--- config.mk ---
export PLATFORM = sky130hd
export DESIGN_NAME = dwalk_top
export DESIGN_NICKNAME = d
export VERILOG_FILES = /design/src/rtl/dwalk_pkg.sv /design/src/rtl/dwalk_xfer.sv /design/src/rtl/dwalk_chk.sv /design/src/rtl/dwalk_top.sv
export SDC_FILE = /design/constraint.sdc
export NUM_CORES = 1
export LEC_CHECK = 0
export BUFFER_PORTS_ARGS = -buffer_cell sky130_fd_sc_hd__buf_2
export CELL_PAD_IN_SITES_DETAIL_PLACEMENT = 0
export CELL_PAD_IN_SITES_GLOBAL_PLACEMENT = 1
export CORE_ASPECT_RATIO = 0.6
export CORE_UTILIZATION = 30
export DETAILED_ROUTE_END_ITERATION = 7
export GPL_TIMING_DRIVEN = 0
export PLACE_DENSITY_LB_ADDON = 0.08
export REMOVE_ABC_BUFFERS = 1
export SETUP_SLACK_MARGIN = 0.15
export SLEW_MARGIN = 10
export SYNTH_ARGS = -nofsm -noshare
export SYNTH_HDL_FRONTEND = slang
export SYNTH_SLANG_ARGS = --single-unit
export TNS_END_PERCENT = 30
--- constraint.sdc ---
create_clock -name clk -period 3.3 [get_ports clk]
set_input_delay 0.33 -clock clk [delete_from_list [all_inputs] [get_ports clk]]
set_output_delay 0.33 -clock clk [all_outputs]
set_load 0.005 [all_outputs]
--- src/rtl/dwalk_pkg.sv ---
package dwalk_pkg;
  localparam int unsigned PTR_W  = 32;
  localparam int unsigned WORD_W = 64;
  localparam int unsigned LEN_W  = 16;
  localparam int unsigned LEN_GRAIN_BITS = 7;  // 128-byte multiple
  localparam int unsigned DONE_BIT = 31;
  localparam int unsigned EOF_BIT  = 30;

  typedef enum logic [1:0] {
    ST_IDLE  = 2'd0,
    ST_READ  = 2'd1,
    ST_OFFER = 2'd2,
    ST_WRITE = 2'd3
  } walk_st_e;

  function automatic logic [PTR_W-1:0] word_addr(input logic [PTR_W-1:0] base,
                                                 input logic [PTR_W-1:0] idx);
    return base + (idx << 3);
  endfunction

  function automatic logic is_dword_aligned(input logic [PTR_W-1:0] p);
    return (p[2:0] == 3'b000);
  endfunction

  function automatic logic len_grain_ok(input logic [LEN_W-1:0] len);
    return (len[LEN_GRAIN_BITS-1:0] == '0);
  endfunction

  function automatic logic [WORD_W-1:0] writeback_word(input logic [WORD_W-1:0] w,
                                                       input logic last);
    logic [WORD_W-1:0] r;
    r = w;
    r[DONE_BIT] = 1'b1;
    r[EOF_BIT]  = last;
    return r;
  endfunction
endpackage

--- src/rtl/dwalk_xfer.sv ---
module dwalk_xfer #(
  parameter int unsigned AW = 32
) (
  input  logic          clk,
  input  logic          rst_n,
  input  logic          go,
  input  logic [AW-1:0] go_addr,
  output logic          req,
  output logic [AW-1:0] addr,
  input  logic          gnt,
  input  logic          resp,
  output logic          done
);
  typedef enum logic [1:0] {X_IDLE, X_REQ, X_WAIT} xst_e;
  xst_e st_q;

  assign req  = (st_q == X_REQ);
  assign done = (st_q == X_WAIT) && resp;

  always_ff @(posedge clk or negedge rst_n) begin
    if (!rst_n) begin
      st_q <= X_IDLE;
      addr <= '0;
    end else if (go) begin
      st_q <= X_REQ;
      addr <= go_addr;
    end else begin
      case (st_q)
        X_REQ:   if (gnt)  st_q <= X_WAIT;
        X_WAIT:  if (resp) st_q <= X_IDLE;
        default: st_q <= X_IDLE;
      endcase
    end
  end

  // a request keeps its address until granted
  a_r1_req_hold: assert property (@(posedge clk) disable iff (!rst_n)
    req && !gnt |=> req && $stable(addr));
  // a new transfer starts only when the previous one is finished
  a_r1_one_outstanding: assert property (@(posedge clk) disable iff (!rst_n)
    go |-> (st_q == X_IDLE) || done);
endmodule

--- src/rtl/dwalk_chk.sv ---
module dwalk_chk
  import dwalk_pkg::*;
(
  input  logic             extract,
  input  logic [WORD_W-1:0] word,
  output logic             buf_ok
);
  logic [PTR_W-1:0] buf_ptr;
  logic [LEN_W-1:0] buf_len;
  logic             ptr_bad;
  logic             len_bad;

  assign buf_ptr = word[WORD_W-1:WORD_W-PTR_W];
  assign buf_len = word[LEN_W-1:0];
  assign ptr_bad = !is_dword_aligned(buf_ptr);
  assign len_bad = !len_grain_ok(buf_len);
  assign buf_ok  = !extract || !(ptr_bad || len_bad);
endmodule

--- src/rtl/dwalk_top.sv ---
module dwalk_top
  import dwalk_pkg::*;
#(
  parameter int unsigned MAX_BLKS = 15,
  localparam int unsigned CW = $clog2(MAX_BLKS + 1),
  localparam int unsigned IW = CW + 1
) (
  input  logic              clk,
  input  logic              rst_n,
  input  logic              arm,
  input  logic [PTR_W-1:0]  start_ptr,
  input  logic [CW-1:0]     blk_cnt,
  input  logic              extract,
  output logic              busy,
  output logic              fault,
  output logic              rd_req,
  output logic [PTR_W-1:0]  rd_addr,
  input  logic              rd_gnt,
  input  logic              rd_rvalid,
  input  logic [WORD_W-1:0] rd_rdata,
  output logic              wr_req,
  output logic [PTR_W-1:0]  wr_addr,
  output logic [WORD_W-1:0] wr_data,
  input  logic              wr_gnt,
  input  logic              wr_ack,
  output logic              dm_valid,
  input  logic              dm_ready,
  output logic [PTR_W-1:0]  dm_ptr,
  output logic [LEN_W-1:0]  dm_len,
  output logic [PTR_W-1:0]  dm_info,
  output logic              dm_last,
  output logic              irq_frame,
  output logic              irq_list
);
  walk_st_e          st_q;
  logic [PTR_W-1:0]  base_q, next_q, info_q;
  logic [IW-1:0]     idx_q;
  logic [CW-1:0]     cnt_q;
  logic              mode_q;
  logic [WORD_W-1:0] pair_q;
  logic              fault_q, irq_frame_q, irq_list_q;

  // named internal events
  logic             rd_done, wr_done, rd_go, wr_go;
  logic [PTR_W-1:0] rd_go_addr;
  logic             arm_take, arm_good, hdr_fin, pair_fin, pair_ok;
  logic             offer_take, wb_fin, pair_last, blk_end;
  logic             next_zero, next_ok;

  assign arm_take   = (st_q == ST_IDLE) && arm;
  assign arm_good   = arm_take && is_dword_aligned(start_ptr) && (blk_cnt != '0);
  assign hdr_fin    = (st_q == ST_READ) && rd_done && (idx_q < IW'(2));
  assign pair_fin   = (st_q == ST_READ) && rd_done && (idx_q >= IW'(2));
  assign pair_last  = (idx_q == IW'(cnt_q) + IW'(1));
  assign offer_take = (st_q == ST_OFFER) && dm_ready;
  assign wb_fin     = (st_q == ST_WRITE) && wr_done;
  assign blk_end    = wb_fin && pair_last;
  assign next_zero  = (next_q == '0);
  assign next_ok    = !next_zero && is_dword_aligned(next_q);

  assign rd_go = arm_good || hdr_fin || (wb_fin && !pair_last) || (blk_end && next_ok);
  always_comb begin
    if (arm_good)     rd_go_addr = start_ptr;
    else if (blk_end) rd_go_addr = next_q;
    else              rd_go_addr = word_addr(base_q, PTR_W'(idx_q + IW'(1)));
  end
  assign wr_go = offer_take;

  dwalk_xfer #(.AW(PTR_W)) u_rd (
    .clk(clk), .rst_n(rst_n), .go(rd_go), .go_addr(rd_go_addr),
    .req(rd_req), .addr(rd_addr), .gnt(rd_gnt), .resp(rd_rvalid), .done(rd_done)
  );

  dwalk_xfer #(.AW(PTR_W)) u_wr (
    .clk(clk), .rst_n(rst_n), .go(wr_go),
    .go_addr(word_addr(base_q, PTR_W'(idx_q))),
    .req(wr_req), .addr(wr_addr), .gnt(wr_gnt), .resp(wr_ack), .done(wr_done)
  );

  dwalk_chk u_chk (.extract(mode_q), .word(rd_rdata), .buf_ok(pair_ok));

  always_ff @(posedge clk or negedge rst_n) begin
    if (!rst_n) begin
      st_q        <= ST_IDLE;
      base_q      <= '0;
      next_q      <= '0;
      info_q      <= '0;
      idx_q       <= '0;
      cnt_q       <= '0;
      mode_q      <= 1'b0;
      pair_q      <= '0;
      fault_q     <= 1'b0;
      irq_frame_q <= 1'b0;
      irq_list_q  <= 1'b0;
    end else begin
      irq_frame_q <= 1'b0;
      irq_list_q  <= 1'b0;
      case (st_q)
        ST_IDLE: begin
          if (arm_good) begin
            base_q  <= start_ptr;
            idx_q   <= '0;
            cnt_q   <= blk_cnt;
            mode_q  <= extract;
            fault_q <= 1'b0;
            st_q    <= ST_READ;
          end else if (arm_take) begin
            fault_q <= 1'b1;
          end
        end
        ST_READ: begin
          if (hdr_fin) begin
            if (idx_q == '0) next_q <= rd_rdata[PTR_W-1:0];
            else             info_q <= rd_rdata[PTR_W-1:0];
            idx_q <= idx_q + IW'(1);
          end else if (pair_fin) begin
            if (pair_ok) begin
              pair_q <= rd_rdata;
              st_q   <= ST_OFFER;
            end else begin
              fault_q <= 1'b1;
              st_q    <= ST_IDLE;
            end
          end
        end
        ST_OFFER: if (offer_take) st_q <= ST_WRITE;
        ST_WRITE: begin
          if (wb_fin && !pair_last) begin
            idx_q <= idx_q + IW'(1);
            st_q  <= ST_READ;
          end else if (blk_end) begin
            irq_frame_q <= 1'b1;
            if (next_zero) begin
              irq_list_q <= 1'b1;
              st_q       <= ST_IDLE;
            end else if (next_ok) begin
              base_q <= next_q;
              idx_q  <= '0;
              st_q   <= ST_READ;
            end else begin
              fault_q <= 1'b1;
              st_q    <= ST_IDLE;
            end
          end
        end
        default: st_q <= ST_IDLE;
      endcase
    end
  end

  assign busy      = (st_q != ST_IDLE);
  assign fault     = fault_q;
  assign irq_frame = irq_frame_q;
  assign irq_list  = irq_list_q;
  assign dm_valid  = (st_q == ST_OFFER);
  assign dm_ptr    = pair_q[WORD_W-1:WORD_W-PTR_W];
  assign dm_len    = pair_q[LEN_W-1:0];
  assign dm_info   = info_q;
  assign dm_last   = pair_last;
  assign wr_data   = writeback_word(pair_q, pair_last);

  // reads and writes never overlap on the request side
  a_r1_single_req: assert property (@(posedge clk) disable iff (!rst_n)
    !(rd_req && wr_req));
  // every read targets a 64-bit aligned word
  a_r1_rd_aligned: assert property (@(posedge clk) disable iff (!rst_n)
    rd_req |-> rd_addr[2:0] == 3'b000);
  // an offer holds steady until accepted
  a_r3_offer_hold: assert property (@(posedge clk) disable iff (!rst_n)
    dm_valid && !dm_ready |=> dm_valid && $stable(dm_ptr) && $stable(dm_len) && $stable(dm_last));
  // a write request is only made after an accepted offer
  a_r4_wr_after_offer: assert property (@(posedge clk) disable iff (!rst_n)
    $rose(wr_req) |-> $past(dm_valid && dm_ready));
  // the frame interrupt lasts one cycle
  a_r5_frame_pulse: assert property (@(posedge clk) disable iff (!rst_n)
    irq_frame |=> !irq_frame);
  // the list interrupt coincides with a frame end and an idle walker
  a_r6_list_idle: assert property (@(posedge clk) disable iff (!rst_n)
    irq_list |-> irq_frame && !busy);
  // a fault leaves the walker idle
  a_r7_fault_idle: assert property (@(posedge clk) disable iff (!rst_n)
    fault |-> !busy);
  // buffers offered in extraction mode obey both rules
  a_r8_extract_rules: assert property (@(posedge clk) disable iff (!rst_n)
    dm_valid && mode_q |-> dm_ptr[2:0] == 3'b000 && dm_len[6:0] == 7'd0);
endmodule

# Yosys cells after proc, flatten, opt, wreduce, memory -nomap -nowiden
# Cells that the tools add are included.
# Widths: inputs -> output; s select.
# totals
memories,0
elab_cells,147
regBits,243
out_inout_bits,216
inputBits,109
ram_bits,0
latchBits,0
mem_bits_ro,0
# classes
div_mod_pow,0
shift,0
magnitude_cmp,2
n_reduce_logical,46
n_eq_ne,27
add_sub_neg,5
n_mul,0
mux,50
bitwise_logic,2
# op_table
operator,count
$mux 32,7
$pmux 32 s2,1
$add 32x8->32,1
$add 32x9->32,1
$logic_not 32->1,1
$mux 5,6
$mux 2,13
$ne 2x2->1 const B,10
$mux 1,18
$pmux 5 s3,1
$logic_and 1x1->1,14
$reduce_and 6->1,2
$logic_not 3->1,3
$ne 3x2->1 const B,3
$ne 3x3->1 const B,3
$reduce_and 9->1,1
$eq 2x2->1 const B,4
$pmux 2 s2,2
$pmux 2 s4,1
$logic_not 7->1,1
$add 5x1->6 const B,1
$eq 2x1->1 const B,3
$logic_not 1->1,6
$ne 3x1->1 const B,2
other kinds (18),27

# Logic depth before layout (Yosys ltp)
# logic_depth
ltp_word,9
depth_mapped,11
mapped_depth_nobuf,10

# By module
# From an unflattened synthesis, not the netlist that was laid out.
# hier_totals
hier_cells,1056
hier_area_um2,12323.1
# modules_own_cells
module,cells_per_inst,area_each_um2,seq_area_each_um2,n_inst
dwalk_top,899,9421.5,4329.2,1
dwalk_xfer,77,1435.1,850.8,2
dwalk_chk,3,31.3,0.0,1

# Worst setup path before layout
# Ideal clock, no wire load.
# synth_path
path_type,register to register
start,register idx_q[0]
end,register u_rd.addr[19]
t_required_ns,3.174
t_arrival_ns,2.588
path_stages_with_launch,10
synth_period_minus_slack_ns,2.714
slack_ns,0.586
setup_time_ns,0.126
path_buffers,0
path_cell_list,dfrtp_1 ha_1 xor2_1 ha_1 nor2b_1 o311ai_0 a21oi_1 xnor2_1 a221oi_1 a311o_1
# synth_via
elab_chain_cells,5
word_cells_on_any_way,14
cone_classes,add/sub: 2; order compare: 1; eq/ne: 1; mux: 2; reduce/logical: 8
# synth_lines
item,line,source
"start, declared",dwalk_top.sv:37,logic [IW-1:0] idx_q;
"start signal, assigned",dwalk_top.sv:115,idx_q <= idx_q + IW'(1);
"start signal, assigned",dwalk_top.sv:129,idx_q <= idx_q + IW'(1);
branches (longest 5 deep; another with $add 32x9->32),-,
"end signal, assigned",dwalk_xfer.sv:26,addr <= go_addr;
"end, declared",dwalk_xfer.sv:9,"output logic [AW-1:0] addr,"
# Parallel ways; which one is timed is not known.
# A chain may end at the register's enable or synchronous reset.

# Worst setup path in the final report
# layout_path
start,register idx_q[2]
end,register u_rd.addr[19]
# Same word-level chain as after synthesis.

==> impl_metrics.json <==
{
  "via_per_inst": 4.87,
  "syn_to_final_growth_pct": 28.0,
  "rows": 56,
  "clkTransAtPathRegs_ns": 0.06,
  "hp-class": "primary input to flop",
  "max_stage_delay_ns": 0.96,
  "yosys_most_used_dff": "dfrtp_1",
  "grt_max_degree": 68,
  "violations": "design-rule violations",
  "synth.avg_cell_area_um2": 10.8,
  "clock_latency_ns": 0.55,
  "grt_pass1_wl_um": 59700,
  "maxSlewHeadroom": 0.184,
  "layout_min_cycle_time_ns": 3.05,
  "worst-path-buf-inv": 1,
  "grt_usage": 0.193,
  "gp_congestion": 0.805,
  "num_vias": 9517,
  "drv_cap": 0,
  "clock-root-buffer": "clkbuf_16",
  "drt-wirelength-per-cell_um": 20.7,
  "wl_met2_um": 18600,
  "synth-edff-count": 0,
  "worst-endpoint-required_ns": 3.72,
  "finalCritPeriodShare": 0.926,
  "synth-async-reset-ratio": 1.00,
  "cp_slowest_cell": "nor4_1",
  "start_util": 0.307,
  "die_x_um": 261,
  "first_pass_iters": 8,
  "leakage_nw": 7.44,
  "power_mw": 14.7,
  "rsz0062_at_grt": "yes",
  "status": "complete, but fails checks",
  "grt_pass1_vias": 9483,
  "clock.fmax_ghz": 0.327,
  "htreeDepth": 1,
  "overflow": 0,
  "tightest_slew_ns": 1.22,
  "cp.arrival_ns": 3.48,
  "syn_inst": 1117,
  "p_per_area_nw_per_um2": 948,
  "ys.warnings.count": 0,
  "tns_ns": 0,
  "critPathLaunchType": "flop",
  "highest_layer": "met4",
  "core_area_um2": 39400,
  "nNetsFinal": 1538,
  "cts_made_buffers": 27,
  "fin_hold_ws_ns": 0.0284,
  "drive_gt1_frac": 0.396,
  "drc_errors": 25,
  "ys_ff_latch": 241,
  "portBuffers": 323,
  "place_inst": 1861,
  "num-fill-cells": 3982,
  "clkSinkCount": 241,
  "top_level_ports": 325,
  "path_cells": "nor4_1 -> and3_2 -> nor2_2 -> buf_8 -> a311o_1",
  "netlist_area_um2": 12100,
  "clockBufferDepth": 3,
  "synth_seq_area_share": 0.498,
  "post-dp-hpwl_um": 29800,
  "wl_met3_um": 1720,
  "worst_ir_drop_vdd_mv": 0.446,
  "wl_um": 40400,
  "antenna_found_initial": 0,
  "finalHoldViolCount": 0,
  "crit_type": "flop to flop",
  "tritoncts": "done",
  "finClkSkew_ns": 0.0116,
  "cp_top_family": "simple AND/OR/NAND/NOR gates",
  "drt_iter0_markers": 500,
  "cp-end-kind": "flop",
  "critPathMaxFanout": 19,
  "dieArea_um2": 41200,
  "final-setup-viol-count": 0,
  "wl_met1_um": 19500,
  "fin_cells": 1954,
  "netlist-cell-type-count": 67,
  "report.final.slew_viol_count": 0,
  "fp.dieH_um": 158,
  "drtAntennaViolNets": 0
}
layout by cell type, fill, tap and decap left out, types with 15 or more instances in the layout:
cell type and n:
buf_2 322, dfrtp_1 238, mux2_2 130, nand2_1 97
nor2_1 60, o21ai_0 55, mux2i_1 44, a21oi_1 38
dlygate4sd3_1 36, clkbuf_16 27, xnor2_1 26, nor3_1 24
xor2_1 23, inv_1 18, nand3_1 18, nor4_1 16
and2_1 15
synth_stat cells, types with 2 or more instances:
| cell type | count | area share |
|---|---|---|
| a311oi_1 | 3 | 0.0022 |
| ha_1 | 14 | 0.014 |
| o22ai_1 | 6 | 0.0031 |
| o31ai_1 | 8 | 0.0050 |
| xnor2_1 | 26 | 0.019 |
| clkbuf_1 | 33 | 0.010 |
| a31oi_1 | 11 | 0.0057 |
| a41oi_1 | 12 | 0.0087 |
| nand4_1 | 10 | 0.0052 |
| o21a_1 | 5 | 0.0031 |
| nor3b_1 | 3 | 0.0019 |
| o21ai_0 | 56 | 0.023 |
| o41ai_1 | 3 | 0.0022 |
| a21o_1 | 3 | 0.0019 |
| o21bai_1 | 6 | 0.0037 |
| nor2_1 | 62 | 0.019 |
| inv_2 | 2 | 0.00062 |
| dfrtp_1 | 241 | 0.50 |
| a211oi_1 | 7 | 0.0043 |
| mux2_2 | 130 | 0.12 |
| or4_1 | 5 | 0.0031 |
| nor4_1 | 16 | 0.0083 |
| and3_1 | 7 | 0.0036 |
| xor2_1 | 23 | 0.017 |
| or2_2 | 6 | 0.0031 |
| nor3_1 | 26 | 0.011 |
| o221ai_1 | 6 | 0.0043 |
| nor2b_1 | 8 | 0.0041 |
| o211ai_1 | 6 | 0.0037 |
| o2111ai_1 | 9 | 0.0065 |
| inv_1 | 18 | 0.0056 |
| clkbuf_2 | 2 | 0.00083 |
| nand2_1 | 100 | 0.031 |
| a221o_1 | 2 | 0.0017 |
| mux2i_1 | 44 | 0.036 |
| nand2b_1 | 7 | 0.0036 |
| nand3_1 | 20 | 0.0083 |
| or3_1 | 6 | 0.0031 |
| fa_1 | 2 | 0.0033 |
| buf_2 | 31 | 0.013 |
| buf_4 | 53 | 0.033 |
| a21oi_1 | 39 | 0.016 |
| and2_1 | 16 | 0.0083 |
state kept, by name, indices dropped and copies added (netlist names), named ones only:
register and flops:
base_q 32, cnt_q 4, dm_info 32, fault 1, idx_q 5, irq_frame 1
irq_list 1, mode_q 1, next_q 32, pair_q 62, st_q 1, u_rd.addr 32
u_rd.st_q 2, u_wr.addr 32, u_wr.st_q 2
cell families (layout without fill, tap and decap cells):
kind of cell	count (synthesis)	in the layout	synth area share
flops	241	241	0.498
other cells	1	2	0.000310
buf+inv	140	454	0.0633
xor+xnor	49	49	0.0355
compound gates	196	196	0.107
mux	174	174	0.157
fa+ha+maj	16	16	0.0178
simple gates	300	300	0.120
metal layers:
metal  global-route usage  vias up
met2                0.302      179
met3               0.0332       39
li1                     -     4533
met4               0.0310        0
met5                    0        -
met1                0.280     4766
report_power, final:
part           internal [mW]  switching, mW
Combinational           3.02           3.35
Clock                   1.83           1.29
Sequential              4.12           1.07
Total                   8.97           5.71
layout make-up:
cell class / count / area [µm²] / area share
diodes: 1 / 2.50 / 0.000162
clock buffers: 34 / 742 / 0.0479
clock inverters: 13 / 159 / 0.0103
inverters: 20 / 78.8 / 0.00509
multi-input cells: 736 / 5420 / 0.350
flip-flops and latches: 241 / 6030 / 0.390
well taps: 522 / 653 / 0.0422
repair buffers: 387 / 2390 / 0.154
path summary, 6_finish.rpt:
check,startpoint,endpoint,slack [ns],cells past startpoint
setup / recovery,idx_q[2]$_DFFE_PN0P_,u_rd.addr[19]$_DFFE_PN0P_,0.25,5
hold / removal,rd_rdata[34],pair_q[34]$_DFFE_PN0P_,0.03,2
setup reg to reg,idx_q[2]$_DFFE_PN0P_,u_rd.addr[19]$_DFFE_PN0P_,0.25,5
hold reg to reg,u_wr.addr[0]$_DFFE_PN0P_,u_wr.addr[0]$_DFFE_PN0P_,0.48,2
max in group asynchronous,rst_n,cnt_q[1]$_DFFE_PN0P_,1.55,5
min in group asynchronous,rst_n,u_wr.addr[22]$_DFFE_PN0P_,0.29,2
worst register-to-register path: cells and delay by family (launching register included):
kind,cells,cell delay (ns)
AOI/OAI and AO/OA,1,0.35
and+or+nand+nor,3,1.89
buffers and inverters,1,0.20
DFF,1,0.50
stage by stage:
stage | utilization | instance area, µm² | setup WS (ns)
after floorplan | - | 11400 | -0.387
after global placement | 0.347 | 13700 | -4.24
after detailed placement | 0.357 | 14000 | -0.773
after CTS | 0.390 | 15400 | -0.0816
after global routing | 0.393 | 15500 | 0.123
final | 0.393 | 15500 | 0.245
timing repair:
action | CTS | global route
resized for setup | 14 | 11
hold buffers | 36 | 0
setup buffers | 0 | 9
pin swaps | 0 | 3
setup endpoints to repair | 51 | 89
hold endpoints to repair | 85 | 0
Power figures use the tool's default switching activity.
